File: config.mk
export PLATFORM = sky130hd
export DESIGN_NAME = drr_pkt_arbiter
export DESIGN_NICKNAME = d
export VERILOG_FILES = /design/src/rtl/drr_pkg.sv /design/src/rtl/drr_credit_bank.sv /design/src/rtl/drr_sched.sv /design/src/rtl/drr_out_mux.sv /design/src/rtl/drr_pkt_arbiter.sv
export SDC_FILE = /design/constraint.sdc
export NUM_CORES = 1
export LEC_CHECK = 0
export ABC_AREA = 1
export CAP_MARGIN = 20
export CORE_AREA = 4 4 307 309
export DETAILED_ROUTE_END_ITERATION = 16
export DIE_AREA = 0 0 311 313
export GPL_ROUTABILITY_DRIVEN = 0
export PLACE_DENSITY = 0.35
export REMOVE_ABC_BUFFERS = 1
export SYNTH_ARGS = -nofsm -noshare
export SYNTH_HDL_FRONTEND = slang
export SYNTH_SLANG_ARGS = --single-unit
File: constraint.sdc
create_clock -name clk_i -period 3.1 [get_ports clk_i]
set_input_delay 0.465 -clock clk_i [delete_from_list [all_inputs] [get_ports clk_i]]
set_output_delay 0.465 -clock clk_i [all_outputs]
set_load 0.02 [all_outputs]
File: src/rtl/drr_pkg.sv
package drr_pkg;
  typedef enum logic {
    ST_SCAN = 1'b0,
    ST_XFER = 1'b1
  } arb_state_e;
endpackage

File: src/rtl/drr_credit_bank.sv
module drr_credit_bank #(
  parameter int N_CH  = 4,
  parameter int QW    = 10,
  parameter int LEN_W = 9,
  parameter int DEF_W = 12,
  parameter int IDX_W = 2
) (
  input  logic                 clk_i,
  input  logic                 rst_ni,
  input  logic [N_CH*QW-1:0]   quanta_i,
  input  logic                 visit_i,
  input  logic [IDX_W-1:0]     visit_idx_i,
  input  logic                 visit_pend_i,
  input  logic                 charge_i,
  input  logic [IDX_W-1:0]     charge_idx_i,
  input  logic [LEN_W-1:0]     charge_len_i,
  output logic                 credit_ok_o
);
  localparam int SW = DEF_W + 1;
  localparam logic signed [SW-1:0] DMAX = SW'(2 ** (DEF_W - 1) - 1);

  logic [DEF_W-1:0] def_w [N_CH];
  logic [DEF_W-1:0] def_sel;
  logic [QW-1:0]    q_sel;
  logic signed [SW-1:0] sum_w;
  logic [DEF_W-1:0] sat_w;

  assign def_sel = def_w[visit_idx_i];
  assign q_sel   = quanta_i[visit_idx_i*QW +: QW];
  assign sum_w   = $signed({def_sel[DEF_W-1], def_sel}) + $signed({{(SW-QW){1'b0}}, q_sel});
  assign sat_w   = (sum_w > DMAX) ? DMAX[DEF_W-1:0] : sum_w[DEF_W-1:0];
  assign credit_ok_o = !sat_w[DEF_W-1] && (sat_w != '0);

  for (genvar c = 0; c < N_CH; c++) begin : g_ch
    logic [DEF_W-1:0] d_q;
    always_ff @(posedge clk_i or negedge rst_ni) begin
      if (!rst_ni) begin
        d_q <= '0;
      end else if (visit_i && visit_idx_i == IDX_W'(c)) begin
        d_q <= visit_pend_i ? sat_w : '0;
      end else if (charge_i && charge_idx_i == IDX_W'(c)) begin
        d_q <= d_q - {{(DEF_W-LEN_W){1'b0}}, charge_len_i};
      end
    end
    assign def_w[c] = d_q;
  end
endmodule

File: src/rtl/drr_sched.sv
module drr_sched
  import drr_pkg::*;
#(
  parameter int N_CH  = 4,
  parameter int LEN_W = 9,
  parameter int IDX_W = 2
) (
  input  logic              clk_i,
  input  logic              rst_ni,
  input  logic [N_CH-1:0]   in_valid_i,
  input  logic [N_CH-1:0]   in_sop_i,
  input  logic              credit_ok_i,
  input  logic              beat_hs_i,
  input  logic              beat_sop_i,
  input  logic              beat_eop_i,
  input  logic [LEN_W-1:0]  beat_len_i,
  output logic              visit_o,
  output logic [IDX_W-1:0]  ptr_o,
  output logic              pend_o,
  output logic              charge_o,
  output logic [LEN_W-1:0]  charge_len_o,
  output logic              busy_o
);
  arb_state_e       st_q;
  logic [IDX_W-1:0] ptr_q, ptr_nx;
  logic [LEN_W-1:0] len_q;
  logic             grant;

  assign ptr_nx  = (ptr_q == IDX_W'(N_CH - 1)) ? '0 : ptr_q + 1'b1;
  assign pend_o  = in_valid_i[ptr_q] & in_sop_i[ptr_q];
  assign visit_o = (st_q == ST_SCAN);
  assign grant   = visit_o & pend_o & credit_ok_i;
  assign busy_o  = (st_q == ST_XFER);
  assign ptr_o   = ptr_q;
  // single-beat packets charge the length seen on this very beat
  assign charge_o     = busy_o & beat_hs_i & beat_eop_i;
  assign charge_len_o = beat_sop_i ? beat_len_i : len_q;

  always_ff @(posedge clk_i or negedge rst_ni) begin
    if (!rst_ni) begin
      st_q  <= ST_SCAN;
      ptr_q <= '0;
      len_q <= '0;
    end else begin
      unique case (st_q)
        ST_SCAN: begin
          if (grant) st_q <= ST_XFER;
          else       ptr_q <= ptr_nx;
        end
        ST_XFER: begin
          if (beat_hs_i && beat_sop_i) len_q <= beat_len_i;
          if (beat_hs_i && beat_eop_i) begin
            st_q  <= ST_SCAN;
            ptr_q <= ptr_nx;
          end
        end
        default: st_q <= ST_SCAN;
      endcase
    end
  end
endmodule

File: src/rtl/drr_out_mux.sv
module drr_out_mux #(
  parameter int N_CH   = 4,
  parameter int DATA_W = 128,
  parameter int CTRL_W = 16,
  parameter int IDX_W  = 2
) (
  input  logic                   busy_i,
  input  logic [IDX_W-1:0]       sel_i,
  input  logic [N_CH-1:0]        in_valid_i,
  input  logic [N_CH-1:0]        in_sop_i,
  input  logic [N_CH-1:0]        in_eop_i,
  input  logic [N_CH*DATA_W-1:0] in_data_i,
  input  logic [N_CH*CTRL_W-1:0] in_ctrl_i,
  input  logic                   out_ready_i,
  output logic [N_CH-1:0]        in_ready_o,
  output logic                   out_valid_o,
  output logic                   out_sop_o,
  output logic                   out_eop_o,
  output logic [DATA_W-1:0]      out_data_o,
  output logic [CTRL_W-1:0]      out_ctrl_o
);
  assign out_valid_o = busy_i & in_valid_i[sel_i];
  assign out_sop_o   = in_sop_i[sel_i];
  assign out_eop_o   = in_eop_i[sel_i];
  assign out_data_o  = in_data_i[sel_i*DATA_W +: DATA_W];
  assign out_ctrl_o  = in_ctrl_i[sel_i*CTRL_W +: CTRL_W];

  for (genvar c = 0; c < N_CH; c++) begin : g_rdy
    assign in_ready_o[c] = busy_i & out_ready_i & (sel_i == IDX_W'(c));
  end
endmodule

File: src/rtl/drr_pkt_arbiter.sv
module drr_pkt_arbiter #(
  parameter int N_CH   = 4,
  parameter int DATA_W = 128,
  parameter int CTRL_W = 16,
  parameter int LEN_W  = 9,
  parameter int QW     = 10,
  localparam int IDX_W = (N_CH > 1) ? $clog2(N_CH) : 1,
  localparam int DEF_W = ((QW > LEN_W) ? QW : LEN_W) + 2
) (
  input  logic                   clk_i,
  input  logic                   rst_ni,
  input  logic [N_CH*QW-1:0]     quanta_i,
  input  logic [N_CH-1:0]        in_valid_i,
  input  logic [N_CH-1:0]        in_sop_i,
  input  logic [N_CH-1:0]        in_eop_i,
  input  logic [N_CH*DATA_W-1:0] in_data_i,
  input  logic [N_CH*CTRL_W-1:0] in_ctrl_i,
  output logic [N_CH-1:0]        in_ready_o,
  output logic                   out_valid_o,
  output logic                   out_sop_o,
  output logic                   out_eop_o,
  output logic [DATA_W-1:0]      out_data_o,
  output logic [CTRL_W-1:0]      out_ctrl_o,
  output logic [IDX_W-1:0]       out_chan_o,
  input  logic                   out_ready_i
);
  logic             visit, pend, credit_ok, charge, busy, beat_hs;
  logic [IDX_W-1:0] ptr;
  logic [LEN_W-1:0] charge_len;

  assign beat_hs    = out_valid_o & out_ready_i;
  assign out_chan_o = ptr;

  drr_sched #(.N_CH(N_CH), .LEN_W(LEN_W), .IDX_W(IDX_W)) sched_i (
    .clk_i        (clk_i),
    .rst_ni       (rst_ni),
    .in_valid_i   (in_valid_i),
    .in_sop_i     (in_sop_i),
    .credit_ok_i  (credit_ok),
    .beat_hs_i    (beat_hs),
    .beat_sop_i   (out_sop_o),
    .beat_eop_i   (out_eop_o),
    .beat_len_i   (out_ctrl_o[LEN_W-1:0]),
    .visit_o      (visit),
    .ptr_o        (ptr),
    .pend_o       (pend),
    .charge_o     (charge),
    .charge_len_o (charge_len),
    .busy_o       (busy)
  );

  drr_credit_bank #(.N_CH(N_CH), .QW(QW), .LEN_W(LEN_W), .DEF_W(DEF_W), .IDX_W(IDX_W)) bank_i (
    .clk_i        (clk_i),
    .rst_ni       (rst_ni),
    .quanta_i     (quanta_i),
    .visit_i      (visit),
    .visit_idx_i  (ptr),
    .visit_pend_i (pend),
    .charge_i     (charge),
    .charge_idx_i (ptr),
    .charge_len_i (charge_len),
    .credit_ok_o  (credit_ok)
  );

  drr_out_mux #(.N_CH(N_CH), .DATA_W(DATA_W), .CTRL_W(CTRL_W), .IDX_W(IDX_W)) mux_i (
    .busy_i      (busy),
    .sel_i       (ptr),
    .in_valid_i  (in_valid_i),
    .in_sop_i    (in_sop_i),
    .in_eop_i    (in_eop_i),
    .in_data_i   (in_data_i),
    .in_ctrl_i   (in_ctrl_i),
    .out_ready_i (out_ready_i),
    .in_ready_o  (in_ready_o),
    .out_valid_o (out_valid_o),
    .out_sop_o   (out_sop_o),
    .out_eop_o   (out_eop_o),
    .out_data_o  (out_data_o),
    .out_ctrl_o  (out_ctrl_o)
  );
endmodule

== Word level (Yosys, flattened, before mapping) ==
Cells that the tools add are included.
Word-level totals
  bits in registers: 60
Cells by class
  $mul: 1
  shift operators: 3
  multiplexer cells: 27
  order comparisons: 3
  equal/unequal tests: 5
  reductions and logical operators: 20
  bitwise operators: 14
  add/sub/neg operators: 6
Operators with widths (count)
  indexed part select 512 x 10 -> 128 bit: 1
  2-to-1 mux 12 bit: 12
  indexed part select 64 x 7 -> 16 bit: 1
  subtractor 12 x 9 -> 12 bit: 4
  indexed part select 40 x 7 -> 10 bit: 1
  binary-select mux 12 bit (select 2 bit): 1
  adder 12 x 11 -> 13 bit: 1
  > comparator 13 x 12 -> 1 bit, second input constant: 1
  bitwise AND 1 bit: 12
  nonzero test 12 bit: 1
  logical AND 1 bit: 11
  2-to-1 mux 9 bit: 1
  nonzero test 2 bit: 4
  binary-select mux 1 bit (select 2 bit): 3
  2-to-1 mux 2 bit: 3
  multiplier 2 x 3 -> 5 bit, second input constant: 1
  2-to-1 mux 1 bit: 5
  == test 2 bit, second input constant: 2
  inequality test 2 bit, second input constant: 2
  case mux 2 bit (2 select lines): 1
  AND reduction 2 bit: 2
  >= comparator 3 bit, second input constant: 1
  less-than comparator 2 x 3 -> 1 bit, second input constant: 1
  inverter 2 -> 3 bit: 1
  6 further kinds: 6

== Logic depth before layout (Yosys ltp) ==
Gate-level depths: netlist of the first run.
  depth after elaboration: 12
  gate-level depth with buffers: 22
  depth with buffers taken out: 20

== Hierarchy ==
From an unflattened synthesis of the first run, not the netlist that was laid out.
Unflattened totals
  cells, all modules: 1771
  area, all modules: 9843.2 µm²
Modules (own cells, without submodules)
  drr_credit_bank: cells an instance 863, instances 1, area an instance 5441.5 µm²
  drr_out_mux: cells an instance 817, instances 1, area an instance 3678.5 µm²
  drr_sched: cells an instance 89, instances 1, area an instance 715.7 µm²
  drr_pkt_arbiter: cells an instance 2, instances 1, area an instance 7.5 µm²

== Worst setup path before layout of the first run ==
Ideal clock, no wire load.
  kind: register to register
  from: register sched_i.ptr_q[0], in the netlist sched_i.ptr_o[0]
  to: register bank_i.g_ch[0].d_q[11]
  setup slack: -0.511 ns
  arrival: 3.492 ns
  data required time: 2.980 ns
  period minus slack after synthesis: 3.611 ns
  stages on the path, launching flop included: 19
  path through: dfrtp_1 -> buf_6 -> buf_2 -> clkbuf_1 -> o21ai_0 -> o22ai_1 -> o21ai_0 -> ha_1 -> nand2_1 -> o21ai_0 -> nand2_1 -> nand2_1 -> nand2_1 -> o21ai_0 -> nor2_1 -> o21ai_0 -> nand3_1 -> o21ai_0 -> inv_1
RTL lines
  start, declared: line drr_sched.sv:25  | logic [IDX_W-1:0] ptr_q, ptr_nx;
  start signal, assigned: line drr_sched.sv:48  | else ptr_q <= ptr_nx;
  start signal, assigned: line drr_sched.sv:54  | ptr_q <= ptr_nx;
  indexed part select 64 x 7 -> 16 bit: line drr_out_mux.sv:26  | assign out_ctrl_o = in_ctrl_i[sel_i*CTRL_W +: CTRL_W];
  via out_ctrl_o[2]: line drr_pkt_arbiter.sv:23  | output logic [CTRL_W-1:0] out_ctrl_o,
  2-to-1 mux 9 bit: line drr_sched.sv:37  | assign charge_len_o = beat_sop_i ? beat_len_i : len_q;
  subtractor 12 x 9 -> 12 bit: line drr_credit_bank.sv:42  | d_q <= d_q - {{(DEF_W-LEN_W){1'b0}}, charge_len_i};
  2-to-1 mux 12 bit: line drr_credit_bank.sv:41  | end else if (charge_i && charge_idx_i == IDX_W'(c)) begin
  2-to-1 mux 12 bit: line drr_credit_bank.sv:39  | end else if (visit_i && visit_idx_i == IDX_W'(c)) begin
  end signal, assigned: line drr_credit_bank.sv:40  | d_q <= visit_pend_i ? sat_w : '0;
  end signal, assigned: line drr_credit_bank.sv:42
  end, declared: line drr_credit_bank.sv:35  | logic [DEF_W-1:0] d_q;
The timed path passes the listed nets, and every way through them passes these cells. The select of a mux whose other input is x is not followed.
A chain may end at the register's enable or synchronous reset.

== Worst setup path in the final report of the first run ==
  from: register sched_i.ptr_q[0], in the netlist sched_i.ptr_o[0]
  to: register sched_i.ptr_q[0], in the netlist sched_i.ptr_o[0]
On the way
  cells in the longest elaborated chain, start to end: 12
Ends and longest elaborated chain
  parallel branches: the longest is 12 deep, another holds adder 12 x 11 -> 13 bit
Several ways; the timed one is not identified. The select of a mux whose other input is x is not followed.

==> results of run 1 <==
-- state kept, by name, summed over array words and instances, names as in the netlist --
signal / flops
sched_i.busy_o: 1
sched_i.ptr_o: 2
sched_i.len_q: 9
bank_i.g_ch.d_q: 48
-- placed cells by master (no fill, tap or decap), drive strengths merged, types with 23 or more instances in the layout --
cell type        n
dfrtp           60
nand3           43
o21ai          421
nand2          182
nor2           383
a21oi           82
ha              50
inv             87
buf            375
o22ai          163
clkbuf          23
dlygate4sd2     27
clkdlybuf4s50  641
-- layout make-up --
cell class / count / area, sq um / area share (%)
multi-input combinational: 1407 / 8790 / 36.4
clock inverter: 5 / 83.8 / 0.348
clock buffer: 11 / 243 / 1.01
tap: 1186 / 1480 / 6.15
sequential: 60 / 1510 / 6.26
inverter: 88 / 358 / 1.48
antenna: 11 / 27.5 / 0.114
timing repair buffer: 1072 / 11600 / 48.2
-- cells by family after synthesis --
group | after synthesis | synth area share [%]
xor+xnor | 28 | 2.52
buf+inv | 212 | 8.94
compound gates | 700 | 39.4
flops | 60 | 15.4
mux | 1 | 0.116
fa+ha+maj | 55 | 7.47
simple gates | 623 | 26.1
-- worst paths after layout --
check / end / depth (start not counted) / slack [ns]
min: bank_i.g_ch[1].d_q[11] / 2 / 0.11
max in group asynchronous: bank_i.g_ch[3].d_q[7] / 2 / 2.61
min in group clk_i: sched_i.len_q[7] / 2 / 0.53
max reg2reg: sched_i.ptr_o[0] / 21 / -0.13
min reg2reg: sched_i.len_q[7] / 2 / 0.53
max: sched_i.ptr_o[0] / 21 / -0.13
-- critical path, stage by stage, from the launching register on --
cell and delay [ns]:
dfrtp_4 0.57, clkinv_8 0.13, buf_12 0.17, o21ai_0 0.29, o22ai_2 0.16, ha_4 0.31
buf_4 0.12, nand2_1 0.05, inv_1 0.08, nand2_2 0.07, a21oi_4 0.17, nand3_2 0.10
nand2_2 0.10, nand3_4 0.12, buf_4 0.17, nand2_4 0.08, nor2_1 0.05, nand2_1 0.11
nand2_4 0.10, nand2_4 0.09, nand2_1 0.05, nand2_1 0.06
-- routing by layer --
metal | vias up | wire (um) | global-route usage, %
met1 | 8267 | 44700 | 25.4
li1 | 7810 | - | -
met2 | 716 | 49400 | 33.6
met4 | 14 | 2860 | 4.59
met3 | 114 | 10100 | 7.54
met5 | - | 87 | 0
-- Yosys cell counts, types with 2 or more instances --
library cell and number:
a21o_1 4, a21oi_1 81, a31oi_1 11, a41oi_1 2, buf_1 5, buf_2 4, buf_4 3, buf_6 5
clkbuf_1 106, dfrtp_1 60, fa_1 5, ha_1 50, inv_1 82, inv_2 4, nand2_1 174, nand2_2 4
nand2_4 2, nand2_8 2, nand3_1 39, nand3_2 3, nand4_1 6, nor2_1 380, nor2_4 2, nor3b_1 2
o21a_1 12, o21ai_0 406, o21ai_1 13, o22ai_1 162, or2_2 4, xnor2_1 11, xor2_1 17
-- timing repair --
| item | 4_1_cts | 5_1_grt |
|---|---|---|
| gates cloned | 11 | 8 |
| resized for setup | 172 | 319 |
| pin swaps | 21 | 92 |
| setup endpoints to repair | 140 | 77 |
| buffers inserted | 7 | 20 |
| hold endpoints to repair | 0 | 0 |
-- power groups by stage --
stage	registers [mW]	logic, mW	clock network, mW
after floorplan	1.81	10.5	0
after global placement	1.60	28.8	0
after detailed placement	1.59	28.9	0
after CTS	1.60	31.2	1.20
after global routing	1.73	37.2	1.23
final	1.68	34.9	1.19
-- metrics by stage --
step           hold slack (ns)  area (sq um)  instances  utilization (%)
6_report                 0.112         24100       3840             26.4
5_1_grt                  0.138         24100       3836             26.4
4_1_cts                  0.152         22600       3805             24.7
3_5_place_dp             0.492         21400       3771             23.4
3_3_place_gp             0.486         21400       3771             23.4
2_1_floorplan            0.169          9190       1555                -
==> qor.csv, run 1 <==
stage,metric,value,unit
status,status,finished with violations,
status,violations,negative setup slack,
sta,final-max-slew-violation-count,0,
layout,area.growth.synth_to_final,148,%
routing,drt_wl_total,107000,um
synthesis,ys_async_sr_fraction,100,%
synthesis,ys_ff_latch,60,
sta,finalCriticalPeriod,3.23,ns
clocking,ctsHoldBuffers,0,
floorplanning,fp-row-count,111,
setup_path,endpoint_kind,flop,
pwr,power.leakage,9.77,nW
sta,setup_viol,38,
global_routing,grt_max_degree,65,
floorplanning,coreArea,0.0914,sq mm
synthesis,yosys_warnings,0,
setup_path,timing.rr.start,sched_i.ptr_o[0],
routing,dr.pass1.iters,8,
pwr,power,37.8,mW
setup_path,required,3.39,ns
routing,viasPerCell,4.41,
layout,nFillCells,9954,
routing,drc,0,
clocking,htreeDepth,3,
hold_path,hp-class,in2async,
synthesis,synth_ff_type,dfrtp_1,
clocking,cts_sinks,60,
synthesis,synth.largest_area_cell,o21ai_0,
sta,hold_viol,0,
synthesis,ys_top_cells_by_area,"o21ai_0 (21%), dfrtp_1 (15%), nor2_1 (15%)",
clocking,cts_tree,yes,
pwr,p_sw,20.0,mW
routing,vias,16900,
placement,post-dp-hpwl,85600,um
sta,period_share,104,%
synthesis,synth_edf_count,0,
clocking,clock_latency,0.35,ns
sta,skew,0.00897,ns
routing,final_antenna_net_count,0,
pwr,irDropWorstVdd,574,uV
sta,slew_headroom,64.1,%
synthesis,synth_cell_types,49,
setup_path,critPathKind,reg2reg,
setup_path,crit_fanout,8,
synthesis,syn_area,0.00972,sq mm
global_routing,antenna_found_initial,27,
clocking,cts_made_buffers,9,
routing,wl_per_cell,27.9,um
sta,fin_ws,-0.130,ns
pwr,p_int,17.8,mW
floorplanning,dieArea,0.0973,sq mm
global_routing,grt_usage,20.4,%
clocking,root_buffer,clkbuf_16,
clocking,clkTransAtPathRegs,0.07,ns
clocking,cts.path.max_buffers,2,
routing,drtIter0Drc,1084,
setup_path,start_kind,flop,
placement,dp_slack,-0.852,ns
pwr,switching_share,52.9,%
sta,tightest_slew,0.547,ns
pwr,p_clk_share,3.1,%
synthesis,synth.top_cell.area_share,20.9,%
global_routing,grt_pass1_vias,17000,
layout,final_nets,3324,
pwr,power_frac_comb,92.4,%
synthesis,synth.avg_cell_area,5.79,sq um
setup_path,startpoint,sched_i.ptr_o[0],
pwr,pwr-share-seq,4.4,%
synthesis,ys_seq_area_share,15.4,%
layout,drive_above_1_share,26.0,%
sta,clock.fmax,310,MHz
global_routing,grt_first_pass_wirelength,140000,um
floorplanning,die_x,311,um
floorplanning,ios,784,
global_routing,grt-ovfl-total,0,
synthesis,syn_inst,1679,
floorplanning,initial_utilization,10.6,%
floorplanning,die_h,313,um
setup_path,worstPathArrival,3.52,ns
pwr,powerDensity,1570,mW/mm^2
placement,port_buffers,783,
sta,tns,-1.75,ns
sta,rsz0062_at_grt,true,
flow_run,cap_violations,0,
Power figures use the tool's default switching activity.
==> inputs of run 2 (changes only) <==
TNS_END_PERCENT = 50   (was not set)
==> qor.csv, run 2 (synthesis results as in run 1) <==
stage,metric,value,unit,change
layout,fin_util,26.3,%,-0.11 points
setup_path,endpoint_kind,flop,,
clocking,clkTransAtPathRegs,0.06,ns,about the same
routing,wl_met2,49000,um,-0.79%
routing,wl_met3,9660,um,-3.9%
routing,wl_per_cell,27.8,um,-0.52%
global_routing,grt-ovfl-total,0,,unchanged
global_routing,grt_first_pass_wirelength,140000,um,about the same
layout,drive_above_1_share,25.9,%,-0.073 points
status,status,finished with violations,,
floorplanning,die_h,313,um,unchanged
setup_path,slowest_delay,0.57,ns,about the same
routing,drc,0,,unchanged
clocking,cts_made_buffers,9,,unchanged
layout,final_common_cell,clkdlybuf4s50_1,,
floorplanning,die_x,311,um,unchanged
sta,setup_viol,30,,-21%
routing,routed.top_layer,met5,,
clocking,cts.path.max_buffers,2,,unchanged
setup_path,start_kind,flop,,
floorplanning,dieArea,0.0973,sq mm,unchanged
global_routing,grt_usage,20.4,%,about the same
sta,finalCriticalPeriod,3.21,ns,-0.0221 ns
layout,largest_reg_flops,48,,unchanged
pwr,irDropWorstVdd,590,uV,+2.8%
sta,hold_viol,0,,unchanged
global_routing,grt_max_degree,65,,unchanged
floorplanning,ios,784,,unchanged
setup_path,required,3.34,ns,-0.05 ns
routing,drt_wl_total,106000,um,-0.75%
placement,dp.cells,3771,,unchanged
sta,slew_headroom,63.9,%,-0.17 points
flow_run,cap_violations,0,,unchanged
clocking,htreeDepth,3,,unchanged
layout,final_nets,3316,,-0.24%
clocking,clock_latency,0.35,ns,about the same
pwr,powerDensity,1550,mW/mm^2,-1.0%
sta,fin_ws,-0.108,ns,+0.0221 ns
layout,fin_cells,3831,,-0.23%
sta,tns,-1.10,ns,+0.646 ns
routing,dr.pass1.iters,6,,-2
pwr,power.leakage,9.70,nW,-0.80%
layout,area.growth.synth_to_final,147,%,
routing,wl_met1,44800,um,about the same
setup_path,worstPathArrival,3.45,ns,-0.07 ns
setup_path,slowest_stage,dfrtp_4,,
sta,period_share,103,%,-0.71 points
floorplanning,fp-row-count,111,,unchanged
placement,post-dp-hpwl,85600,um,unchanged
global_routing,grt_pass1_vias,17000,,+0.047%
setup_path,crit_fanout,6,,-2
clocking,root_buffer,clkbuf_16,,
layout,regMostFlops,bank_i.g_ch.d_q,,
layout,final_cell_mix,"clkdlybuf4s50_1 (643), nor2_1 (354), o21ai_0 (298)",,
global_routing,antenna_found_initial,27,,unchanged
clocking,cts_sinks,60,,unchanged
sta,skew,0.00940,ns,+0.000427 ns
setup_path,critPathKind,reg2reg,,
sta,clock.fmax,312,MHz,+0.69%
floorplanning,initial_utilization,10.6,%,unchanged
sta,rsz0062_at_grt,true,,
clocking,cts_tree,yes,,
sta,tightest_slew,0.541,ns,-0.00601 ns
setup_path,cp_cell_sequence,buf_8 -> nand2_2 -> a32oi_2 -> inv_2 -> or2_4 -> o21ai_4 -> inv_4 -> buf_6 -> fa_2 -> o21ai_2 -> buf_4 -> nand4_1 -> nand3_2 -> nand2_1 -> nand2_1 -> nor2_1 -> o21ai_2 -> nand3_1 -> o21ai_1 -> inv_1,,
status,violations,negative setup slack,,
routing,viasPerCell,4.38,,-0.64%
sta,final-max-slew-violation-count,0,,unchanged
placement,port_buffers,783,,unchanged
routing,vias,16800,,-0.87%
routing,final_antenna_net_count,0,,unchanged
routing,drtIter0Drc,1210,,+12%
hold_path,hp-class,in2async,,
floorplanning,coreArea,0.0914,sq mm,unchanged
run 2: metrics by stage:
stage          hold WS [ns]  instance area (sq um)  power (mW)  worst slack, ns
6_report              0.114                  24000        37.2           -0.108
3_3_place_gp          0.486                  21400        30.4           -0.873
2_1_floorplan         0.169                   9190        12.3            -9.76
4_1_cts               0.152                  22700        34.1           -0.167
3_5_place_dp          0.492                  21400        30.5           -0.852
5_1_grt               0.149                  24000        39.6           -0.260
run 2: worst paths after layout:
kind                       cells past startpoint             start                     end  slack, ns
min in group clk_i                             2  sched_i.len_q[7]        sched_i.len_q[7]       0.54
setup / recovery                              20  sched_i.ptr_o[0]  bank_i.g_ch[3].d_q[10]      -0.11
setup reg to reg                              20  sched_i.ptr_o[0]  bank_i.g_ch[3].d_q[10]      -0.11
max in group asynchronous                      2            rst_ni   bank_i.g_ch[3].d_q[6]       2.62
hold reg to reg                                2  sched_i.len_q[7]        sched_i.len_q[7]       0.54
hold / removal                                 2            rst_ni  bank_i.g_ch[1].d_q[11]       0.11
run 2: cell type report:
class | count | area (sq um)
antenna | 10 | 25.0
tap | 1186 | 1480
inverter | 88 | 365
multi-input combinational | 1407 | 8780
timing repair buffer | 1064 | 11500
clock buffer | 11 | 243
fill | 9974 | 67400
sequential | 60 | 1510
clock inverter | 5 | 83.8
run 2: what timing repair did:
| item | in CTS | in global routing |
|---|---|---|
| pin swaps | 21 | 63 |
| endpoints found under the hold margin | 0 | 0 |
| hold buffers | 0 | 0 |
| setup buffers | 7 | 12 |
| resized for setup | 183 | 324 |
| endpoints found under the setup margin | 140 | 68 |
| gates cloned | 11 | 5 |
run 2: per-layer routing:
metal	vias up	global-route usage, %
met3	110	7.54
met1	8223	25.5
met5	-	0
met4	14	4.56
li1	7790	-
met2	636	33.6
run 2: critical path, delay by kind of cell, from the launching register on:
kind / cells / cell delay, ns
buffers and inverters: 6 / 0.65
DFF: 1 / 0.57
and+or+nand+nor: 8 / 0.77
adders and majority gates: 1 / 0.40
AOI/OAI and AO/OA: 5 / 0.70
run 2: power breakdown:
group,switching [mW],total [mW],internal [mW],leakage [nW]
Clock,0.449,1.18,0.731,0.152
Combinational,18.9,34.4,15.5,8.85
Sequential,0.477,1.67,1.19,0.697
Total,19.8,37.2,17.4,9.70
